$ cat src/rtl/nwd_pkg.sv
package nwd_pkg;
  typedef enum logic [1:0] {
    SEL_DATA = 2'd0,
    SEL_CMD  = 2'd1,
    SEL_ADDR = 2'd2,
    SEL_REL  = 2'd3
  } sel_e;

  typedef enum logic [1:0] {
    PH_IDLE,
    PH_SETUP,
    PH_STROBE,
    PH_HOLD
  } phase_e;

  typedef struct packed {
    logic run;      // request starts a NAND bus cycle
    logic set_ale;  // address write
    logic clr_ale;  // any non-address write
    logic null_rd;  // read that makes no bus cycle
    logic is_cmd;   // command write
  } dec_s;
endpackage

$ cat src/rtl/nwd_decode.sv
module nwd_decode
  import nwd_pkg::*;
#(
  parameter int OW = 14
) (
  input  logic          write,
  input  logic [OW-1:0] offset,
  output dec_s          dec
);
  localparam int SEL_HI = OW - 1;
  sel_e sel;

  assign sel = sel_e'(offset[SEL_HI -: 2]);

  always_comb begin
    dec.run     = (sel == SEL_DATA) || (write && ((sel == SEL_CMD) || (sel == SEL_ADDR)));
    dec.set_ale = write && (sel == SEL_ADDR);
    dec.clr_ale = write && (sel != SEL_ADDR);
    dec.null_rd = !write && (sel != SEL_DATA);
    dec.is_cmd  = write && (sel == SEL_CMD);
  end
endmodule

$ cat src/rtl/nwd_timer.sv
module nwd_timer
  import nwd_pkg::*;
#(
  parameter int CW = 4
) (
  input  logic          clk,
  input  logic          rst_n,
  input  logic          start,
  input  logic [CW-1:0] cfg_setup,
  input  logic [CW-1:0] cfg_strobe,
  input  logic [CW-1:0] cfg_hold,
  output phase_e        phase,
  output logic          last
);
  phase_e        phase_q;
  logic [CW-1:0] cnt_q;
  logic [CW-1:0] strobe_q;
  logic [CW-1:0] hold_q;

  assign phase = phase_q;
  assign last  = (cnt_q == '0);

  always_ff @(posedge clk or negedge rst_n) begin
    if (!rst_n) begin
      phase_q  <= PH_IDLE;
      cnt_q    <= '0;
      strobe_q <= '0;
      hold_q   <= '0;
    end else begin
      unique case (phase_q)
        PH_IDLE: if (start) begin
          phase_q  <= PH_SETUP;
          cnt_q    <= cfg_setup;
          strobe_q <= cfg_strobe;
          hold_q   <= cfg_hold;
        end
        PH_SETUP: if (last) begin
          phase_q <= PH_STROBE;
          cnt_q   <= strobe_q;
        end else cnt_q <= cnt_q - 1'b1;
        PH_STROBE: if (last) begin
          phase_q <= PH_HOLD;
          cnt_q   <= hold_q;
        end else cnt_q <= cnt_q - 1'b1;
        PH_HOLD: if (last) phase_q <= PH_IDLE;
                 else cnt_q <= cnt_q - 1'b1;
        default: phase_q <= PH_IDLE;
      endcase
    end
  end
endmodule

$ cat src/rtl/nwd_ale.sv
module nwd_ale (
  input  logic clk,
  input  logic rst_n,
  input  logic take,
  input  logic set_ale,
  input  logic clr_ale,
  output logic ale
);
  always_ff @(posedge clk or negedge rst_n) begin
    if (!rst_n)                ale <= 1'b0;
    else if (take && set_ale)  ale <= 1'b1;
    else if (take && clr_ale)  ale <= 1'b0;
  end
endmodule

$ cat src/rtl/nand_window_decoder.sv
module nand_window_decoder
  import nwd_pkg::*;
#(
  parameter int DW = 8,
  parameter int OW = 14,
  parameter int CW = 4
) (
  input  logic          clk,
  input  logic          rst_n,
  input  logic          host_valid,
  output logic          host_ready,
  input  logic          host_write,
  input  logic [OW-1:0] host_offset,
  input  logic [DW-1:0] host_wdata,
  output logic          rd_valid,
  output logic [DW-1:0] rd_data,
  input  logic [CW-1:0] cfg_setup,
  input  logic [CW-1:0] cfg_strobe,
  input  logic [CW-1:0] cfg_hold,
  output logic          nand_ce_n,
  output logic          nand_cle,
  output logic          nand_ale,
  output logic          nand_we_n,
  output logic          nand_re_n,
  output logic [DW-1:0] nand_dq_out,
  output logic          nand_dq_oe,
  input  logic [DW-1:0] nand_dq_in
);
  dec_s          dec;
  phase_e        phase;
  logic          last;
  logic          take;
  logic          wr_q;
  logic          cmd_q;
  logic [DW-1:0] wdata_q;
  logic [DW-1:0] rd_hold;

  nwd_decode #(.OW(OW)) u_dec (
    .write  (host_write),
    .offset (host_offset),
    .dec    (dec)
  );

  nwd_timer #(.CW(CW)) u_tmr (
    .clk        (clk),
    .rst_n      (rst_n),
    .start      (take && dec.run),
    .cfg_setup  (cfg_setup),
    .cfg_strobe (cfg_strobe),
    .cfg_hold   (cfg_hold),
    .phase      (phase),
    .last       (last)
  );

  nwd_ale u_ale (
    .clk     (clk),
    .rst_n   (rst_n),
    .take    (take),
    .set_ale (dec.set_ale),
    .clr_ale (dec.clr_ale),
    .ale     (nand_ale)
  );

  assign host_ready  = (phase == PH_IDLE);
  assign take        = host_valid && host_ready;
  assign nand_ce_n   = (phase == PH_IDLE);
  assign nand_cle    = !nand_ce_n && cmd_q;
  assign nand_we_n   = !((phase == PH_STROBE) && wr_q);
  assign nand_re_n   = !((phase == PH_STROBE) && !wr_q);
  assign nand_dq_oe  = !nand_ce_n && wr_q;
  assign nand_dq_out = wdata_q;

  always_ff @(posedge clk or negedge rst_n) begin
    if (!rst_n) begin
      wr_q     <= 1'b0;
      cmd_q    <= 1'b0;
      wdata_q  <= '0;
      rd_hold  <= '0;
      rd_valid <= 1'b0;
      rd_data  <= '0;
    end else begin
      rd_valid <= 1'b0;
      if (take && dec.run) begin
        wr_q    <= host_write;
        cmd_q   <= dec.is_cmd;
        wdata_q <= host_wdata;
      end
      if (take && dec.null_rd) begin
        rd_valid <= 1'b1;
        rd_data  <= '0;
      end
      if ((phase == PH_STROBE) && last && !wr_q) rd_hold <= nand_dq_in;
      if ((phase == PH_HOLD) && last) begin
        cmd_q <= 1'b0;
        if (!wr_q) begin
          rd_valid <= 1'b1;
          rd_data  <= rd_hold;
        end
      end
    end
  end
endmodule

$ cat config.mk
export PLATFORM = sky130hd
export DESIGN_NAME = nand_window_decoder
export DESIGN_NICKNAME = d
export VERILOG_FILES = /design/src/rtl/nwd_pkg.sv /design/src/rtl/nwd_decode.sv /design/src/rtl/nwd_timer.sv /design/src/rtl/nwd_ale.sv /design/src/rtl/nand_window_decoder.sv
export SDC_FILE = /design/constraint.sdc
export NUM_CORES = 1
export LEC_CHECK = 0
export BUFFER_PORTS_ARGS = -buffer_cell sky130_fd_sc_hd__buf_2
export CORE_MARGIN = 2
export CORE_UTILIZATION = 45
export DETAILED_ROUTE_END_ITERATION = 16
export GPL_TIMING_DRIVEN = 0
export PLACE_DENSITY = 0.73
export SYNTH_ARGS = -nofsm -noshare
export SYNTH_HDL_FRONTEND = slang
export SYNTH_SLANG_ARGS = --single-unit
$ cat constraint.sdc
create_clock -name clk -period 2.2 [get_ports clk]
set_input_delay 0.44 -clock clk [delete_from_list [all_inputs] [get_ports clk]]
set_output_delay 0.44 -clock clk [all_outputs]
set_load 0.005 [all_outputs]
# Word level (Yosys, flattened, before mapping)
# Index checks and enable logic that the tools add are counted.
# Widths: inputs -> output; s select.
# classes
n_addsub	1
eq_ne	11
mux	20
n_reduce_logical	33
# ops
operator	n
$mux 8	3
$logic_and 1x1->1	17
$mux 4	4
$pmux 4 s4	1
$ne 2x2->1 const B	5
$mux 2	4
$pmux 2 s4	1
$mux 1	7
$eq 2x2->1 const B	3
$reduce_bool 2->1	3
$logic_not 1->1	5
$eq 2x1->1 const B	2
$logic_not 2->1	2
$logic_not 4->1	1
$reduce_and 2->1	2
$reduce_and 4->1	1
$sub 4x1->4 const B	1
$logic_or 1x1->1	2
$ne 2x1->1 const B	1
# totals
ff_bits	42
in_bits	46
out_inout_bits	24
wordCells	76

# Logic depth before layout (Yosys ltp)
# logic_depth
word_depth	7
depth_mapped	7
ltp_nobuf	6

# By module
# From an unflattened synthesis, not the netlist that was laid out.
# unflattened
cells_unflattened	155
hier_area_um2	2028.2
# modules_own_cells
mod	n_inst	cells_per_inst	area_each_um2	seq_area_each_um2
nand_window_decoder	1	69	1093.5	675.6
nwd_timer	1	73	820.8	350.3
nwd_decode	1	10	76.3	0.0
nwd_ale	1	3	37.5	25.0

# Worst setup path before layout
# No wires, ideal clock.
# synth_timing
path_type	register to register
startpoint	reg u_tmr.phase_q[0], in the netlist u_tmr.phase[0]
endpoint	reg wdata_q[0], in the netlist nand_dq_out[0]
setup_time_ps	125
t_arrival_ps	1813
t_required_ps	2075
path_slack_ps	262
path_stages_with_launch	7
path_buffers	1
period_less_slack_ps	1938
cell_sequence	dfrtp_1 > inv_1 > ha_1 > nand2_1 > nor2_2 > buf_2 > mux2_2
# synth_between
elab_chain_len	3
# synth_lines
item	line_no	rtl
start: declaration	nwd_timer.sv:15	phase_e phase_q;
start signal: assignment	nwd_timer.sv:25	phase_q <= PH_IDLE;
start signal: assignment	nwd_timer.sv:32	phase_q <= PH_SETUP;
start signal: assignment	nwd_timer.sv:38	phase_q <= PH_STROBE;
$logic_not 2->1	nand_window_decoder.sv:64	assign host_ready = (phase == PH_IDLE);
named net host_ready	nand_window_decoder.sv:11	output logic host_ready,
$logic_and 1x1->1	nand_window_decoder.sv:65	assign take = host_valid && host_ready;
$logic_and 1x1->1	nand_window_decoder.sv:83	if (take && dec.run) begin
end signal: assignment	nand_window_decoder.sv:86	wdata_q <= host_wdata;
end: declaration	nand_window_decoder.sv:35	logic [DW-1:0] wdata_q;
# The timed path passes the listed nets, and every way through them passes these cells.
# A chain may end at the register's enable or synchronous reset.

# Worst setup path after layout
# layout_timing
startpoint	reg u_tmr.cnt_q[0]
endpoint	reg rd_hold[0]
# layout_between
elab_chain_len	3
# layout_lines
item	line_no	rtl
start: declaration	nwd_timer.sv:16	logic [CW-1:0] cnt_q;
start signal: assignment	nwd_timer.sv:33	cnt_q <= cfg_setup;
start signal: assignment	nwd_timer.sv:39	cnt_q <= strobe_q;
start signal: assignment	nwd_timer.sv:40	end else cnt_q <= cnt_q - 1'b1;
$logic_not 4->1	nwd_timer.sv:21	assign last = (cnt_q == '0);
$logic_and 1x1->1 (2 in series)	nand_window_decoder.sv:92	if ((phase == PH_STROBE) && last && !wr_q) rd_hold <= nand_dq_in;
end signal: assignment	nand_window_decoder.sv:92	
end: declaration	nand_window_decoder.sv:36	logic [DW-1:0] rd_hold;
# Every way passes these cells.

==> impl_metrics.yaml <==
synthesis:
  synth_area_leaders: "dfrtp_1, mux2_2, ha_1"
  netlist.area_leader.share_pct: 52.4
  ys_seq_area_share_pct: 52.4
  ys_types: 35
  ys_ff_latch: 42
  synth_flop_cell: "dfrtp_1"
  synth.most_common_cell: "dfrtp_1"
  synth_nets: 212
  synthArstFlopShare_pct: 100
  netlist_top_cells_count: "dfrtp_1, mux2_2, a22o_1, ha_1, inv_1"
  synth_area_um2: 2000
  synth.avg_cell_area_um2: 12.8
  yosysTopAreaCell: "dfrtp_1"
  yosys_warnings: 0
  postSynthCellCount: 156
  synth-edff-count: 0
setup_path:
  critPathArrivalTime_ns: 2.24
  end_kind: "flop"
  critical_path_class: "reg -> reg"
  r2r-start: "u_tmr.cnt_q[0]"
  rrSetupSlack_ns: 0.13
  required_ns: 2.37
  worstPathMaxFanout: 8
  r2r-end: "rd_hold[0]"
  crit_path_start_kind: "flop"
  r2r_cells: 7
drt:
  vias: 1428
  wl_met3_um: 217
  ant_nets: 0
  top_layer_used: "met4"
  viasPerCell: 5.21
  m1WireLength_um: 1900
  routed-wl-met2_um: 1800
  finalWirelength_um: 3960
  firstDrtPassIters: 4
  routedWlPerCell_um: 14.5
  drt_iter0_markers: 154
  drc_errors: 0
run_status:
  status: "complete, no violations"
hold_path:
  worstHoldPathType: "in -> async"
layout:
  fin_cells: 274
  design_area_um2: 2470
  n_antenna_cell: 0
  final_nets: 277
  regArea_um2: 1050
  nFillCells: 382
  drive_gt1_share_pct: 45.5
  multi_input_area_um2: 896
  synthToLayoutAreaGrowth_pct: 23.0
sta:
  hold_slack_ns: 0.286
  fin_crit_ns: 2.07
  relSlewSlack_pct: 38.7
  max_freq_ghz: 0.482
  tightest_slew_ns: 0.919
  drv_slew: 0
  setup_viol: 0
  finalClockSkew_ns: 0.0112
  rsz0062_at_grt: "true"
  period_share_pct: 94.3
  hold_violations: 0
floorplan:
  rows: 24
  start_util_pct: 46.4
  core_um2: 4320
  die_h_um: 70.7
  dieArea_um2: 5000
  design.portCount: 70
  die_w_um: 70.7
placement:
  gp_congestion: 0.836
  placed_area_um2: 2350
  placedCellCount: 265
  dp_hpwl_um: 2940
  io_buffers: 57
pwr:
  p_leak_nw: 1.24
  p_per_area_nw_per_um2: 1370
  peakVddDrop_mv: 0.750
clock_network:
  cts-root-buf: "clkbuf_8"
  clk_pin_slew_ns: 0.09
  cts_hold_buffers: 0
  cts_tree: "yes"
  cts.htree.levels: 2
  cts_inserted_buffers: 5
  clock-sinks: 42
  clock_latency_ns: 0.29
  clockBufferDepth: 2
global_route:
  grt_max_degree: 43
  first_global_vias: 1417
  grt_usage_pct: 17.0
  overflow: 0
  grt_pass1_wl_um: 6780
  antenna_found_initial: 0
job:
  drv_cap: 0
[kinds of logic (layout without fill, tap and decap cells)]
kind of cell               count (synthesis)  in the layout  share of synthesized area (%)
AOI/OAI and AO/OA                         29             29                           11.2
adders and majority gates                 10             10                           6.24
muxes                                     29             29                           17.7
and+or+nand+nor                           31             31                           8.99
DFF                                       42             42                           52.4
buffers and inverters                     15             81                           3.50
[worst max path at each step]
| stage | startpoint | end | cells after the start |
|---|---|---|---|
| 2_1_floorplan | u_tmr.phase[0] | nand_dq_out[0] | 6 |
| 3_3_place_gp | u_tmr.phase[0] | nand_dq_out[2] | 6 |
| 3_5_place_dp | u_tmr.phase[0] | nand_dq_out[4] | 6 |
| 4_1_cts | u_tmr.phase[0] | u_tmr.hold_q[1] | 6 |
| 5_1_grt | u_tmr.phase[0] | u_tmr.phase[1] | 7 |
| 6_report | u_tmr.cnt_q[0] | rd_hold[0] | 7 |
[through the flow]
stage / utilization (%) / setup TNS [ns] / power [mW] / setup WS, ns
floorplan: - / 0 / 2.39 / 0.262
global placement: 54.5 / -0.747 / 2.82 / -0.0844
detailed placement: 54.5 / -0.820 / 2.86 / -0.0976
CTS: 56.9 / 0 / 3.38 / 0.0181
global route: 57.0 / -0.000192 / 3.65 / -0.000192
finish: 57.0 / 0 / 3.38 / 0.126
[cell type report]
class / count / area share (%)
flip-flops and latches: 42 / 42.6
multi-input cells: 99 / 36.3
plain buffers: 6 / 1.47
clock buffers: 7 / 3.50
repair buffers: 58 / 11.9
inverters: 9 / 1.37
well taps: 52 / 2.64
clock inverters: 1 / 0.203
[routing by layer]
layer / up-vias / global-route usage [%]
li1: 688 / -
met1: 694 / 25.0
met2: 41 / 25.0
met3: 5 / 4.42
met4: 0 / 5.03
met5: - / 0
[worst max-delay path, cell delays in order (launching register included)]
cell and delay (ns):
dfrtp_1 0.42, inv_1 0.10, ha_1 0.18, or3b_1 0.37, buf_2 0.17, or2_1 0.26
buf_6 0.16, mux2_4 0.30
[sequential cells by signal (all words and copies together), names as in the netlist]
signal,flops
nand_dq_out,8
rd_data,8
u_tmr.hold_q,4
u_ale.ale,1
u_tmr.strobe_q,4
u_tmr.cnt_q,4
rd_valid,1
cmd_q,1
u_tmr.phase,2
wr_q,1
rd_hold,8
[power by group]
| group | internal [mW] | switching, mW | leakage [nW] | total (mW) |
|---|---|---|---|---|
| Combinational | 0.816 | 0.671 | 0.674 | 1.49 |
| Clock | 0.253 | 0.255 | 0.0482 | 0.508 |
| Sequential | 1.15 | 0.234 | 0.517 | 1.38 |
| Total | 2.22 | 1.16 | 1.24 | 3.38 |
[repair_timing]
| item | CTS | global route |
|---|---|---|
| setup buffers | 1 | 0 |
| endpoints found under the setup margin | 11 | 12 |
| hold endpoints to repair | 0 | 0 |
| pin swaps | 1 | 0 |
| gates resized for setup | 1 | 2 |
[cell usage in the layout, fill, tap and decap left out, types with 2 or more instances in the layout]
master | netlist | final
buf_2 | 2 | 59
dfrtp_1 | 42 | 42
mux2_2 | 19 | 19
a22o_1 | 10 | 10
inv_1 | 9 | 9
ha_1 | 10 | 9
mux2_4 | 8 | 8
nor2_1 | 6 | 6
clkbuf_8 | 0 | 6
nand2_1 | 5 | 5
nor2b_1 | 4 | 4
a21oi_1 | 4 | 4
clkbuf_1 | 2 | 3
nand3_1 | 3 | 3
o21ai_0 | 3 | 3
a22oi_1 | 3 | 3
mux2i_1 | 2 | 2
nor3_1 | 3 | 2
o32ai_1 | 2 | 2
nor4b_1 | 2 | 2
o31ai_1 | 2 | 2
buf_4 | 1 | 2
Power figures use the tool's default switching activity.
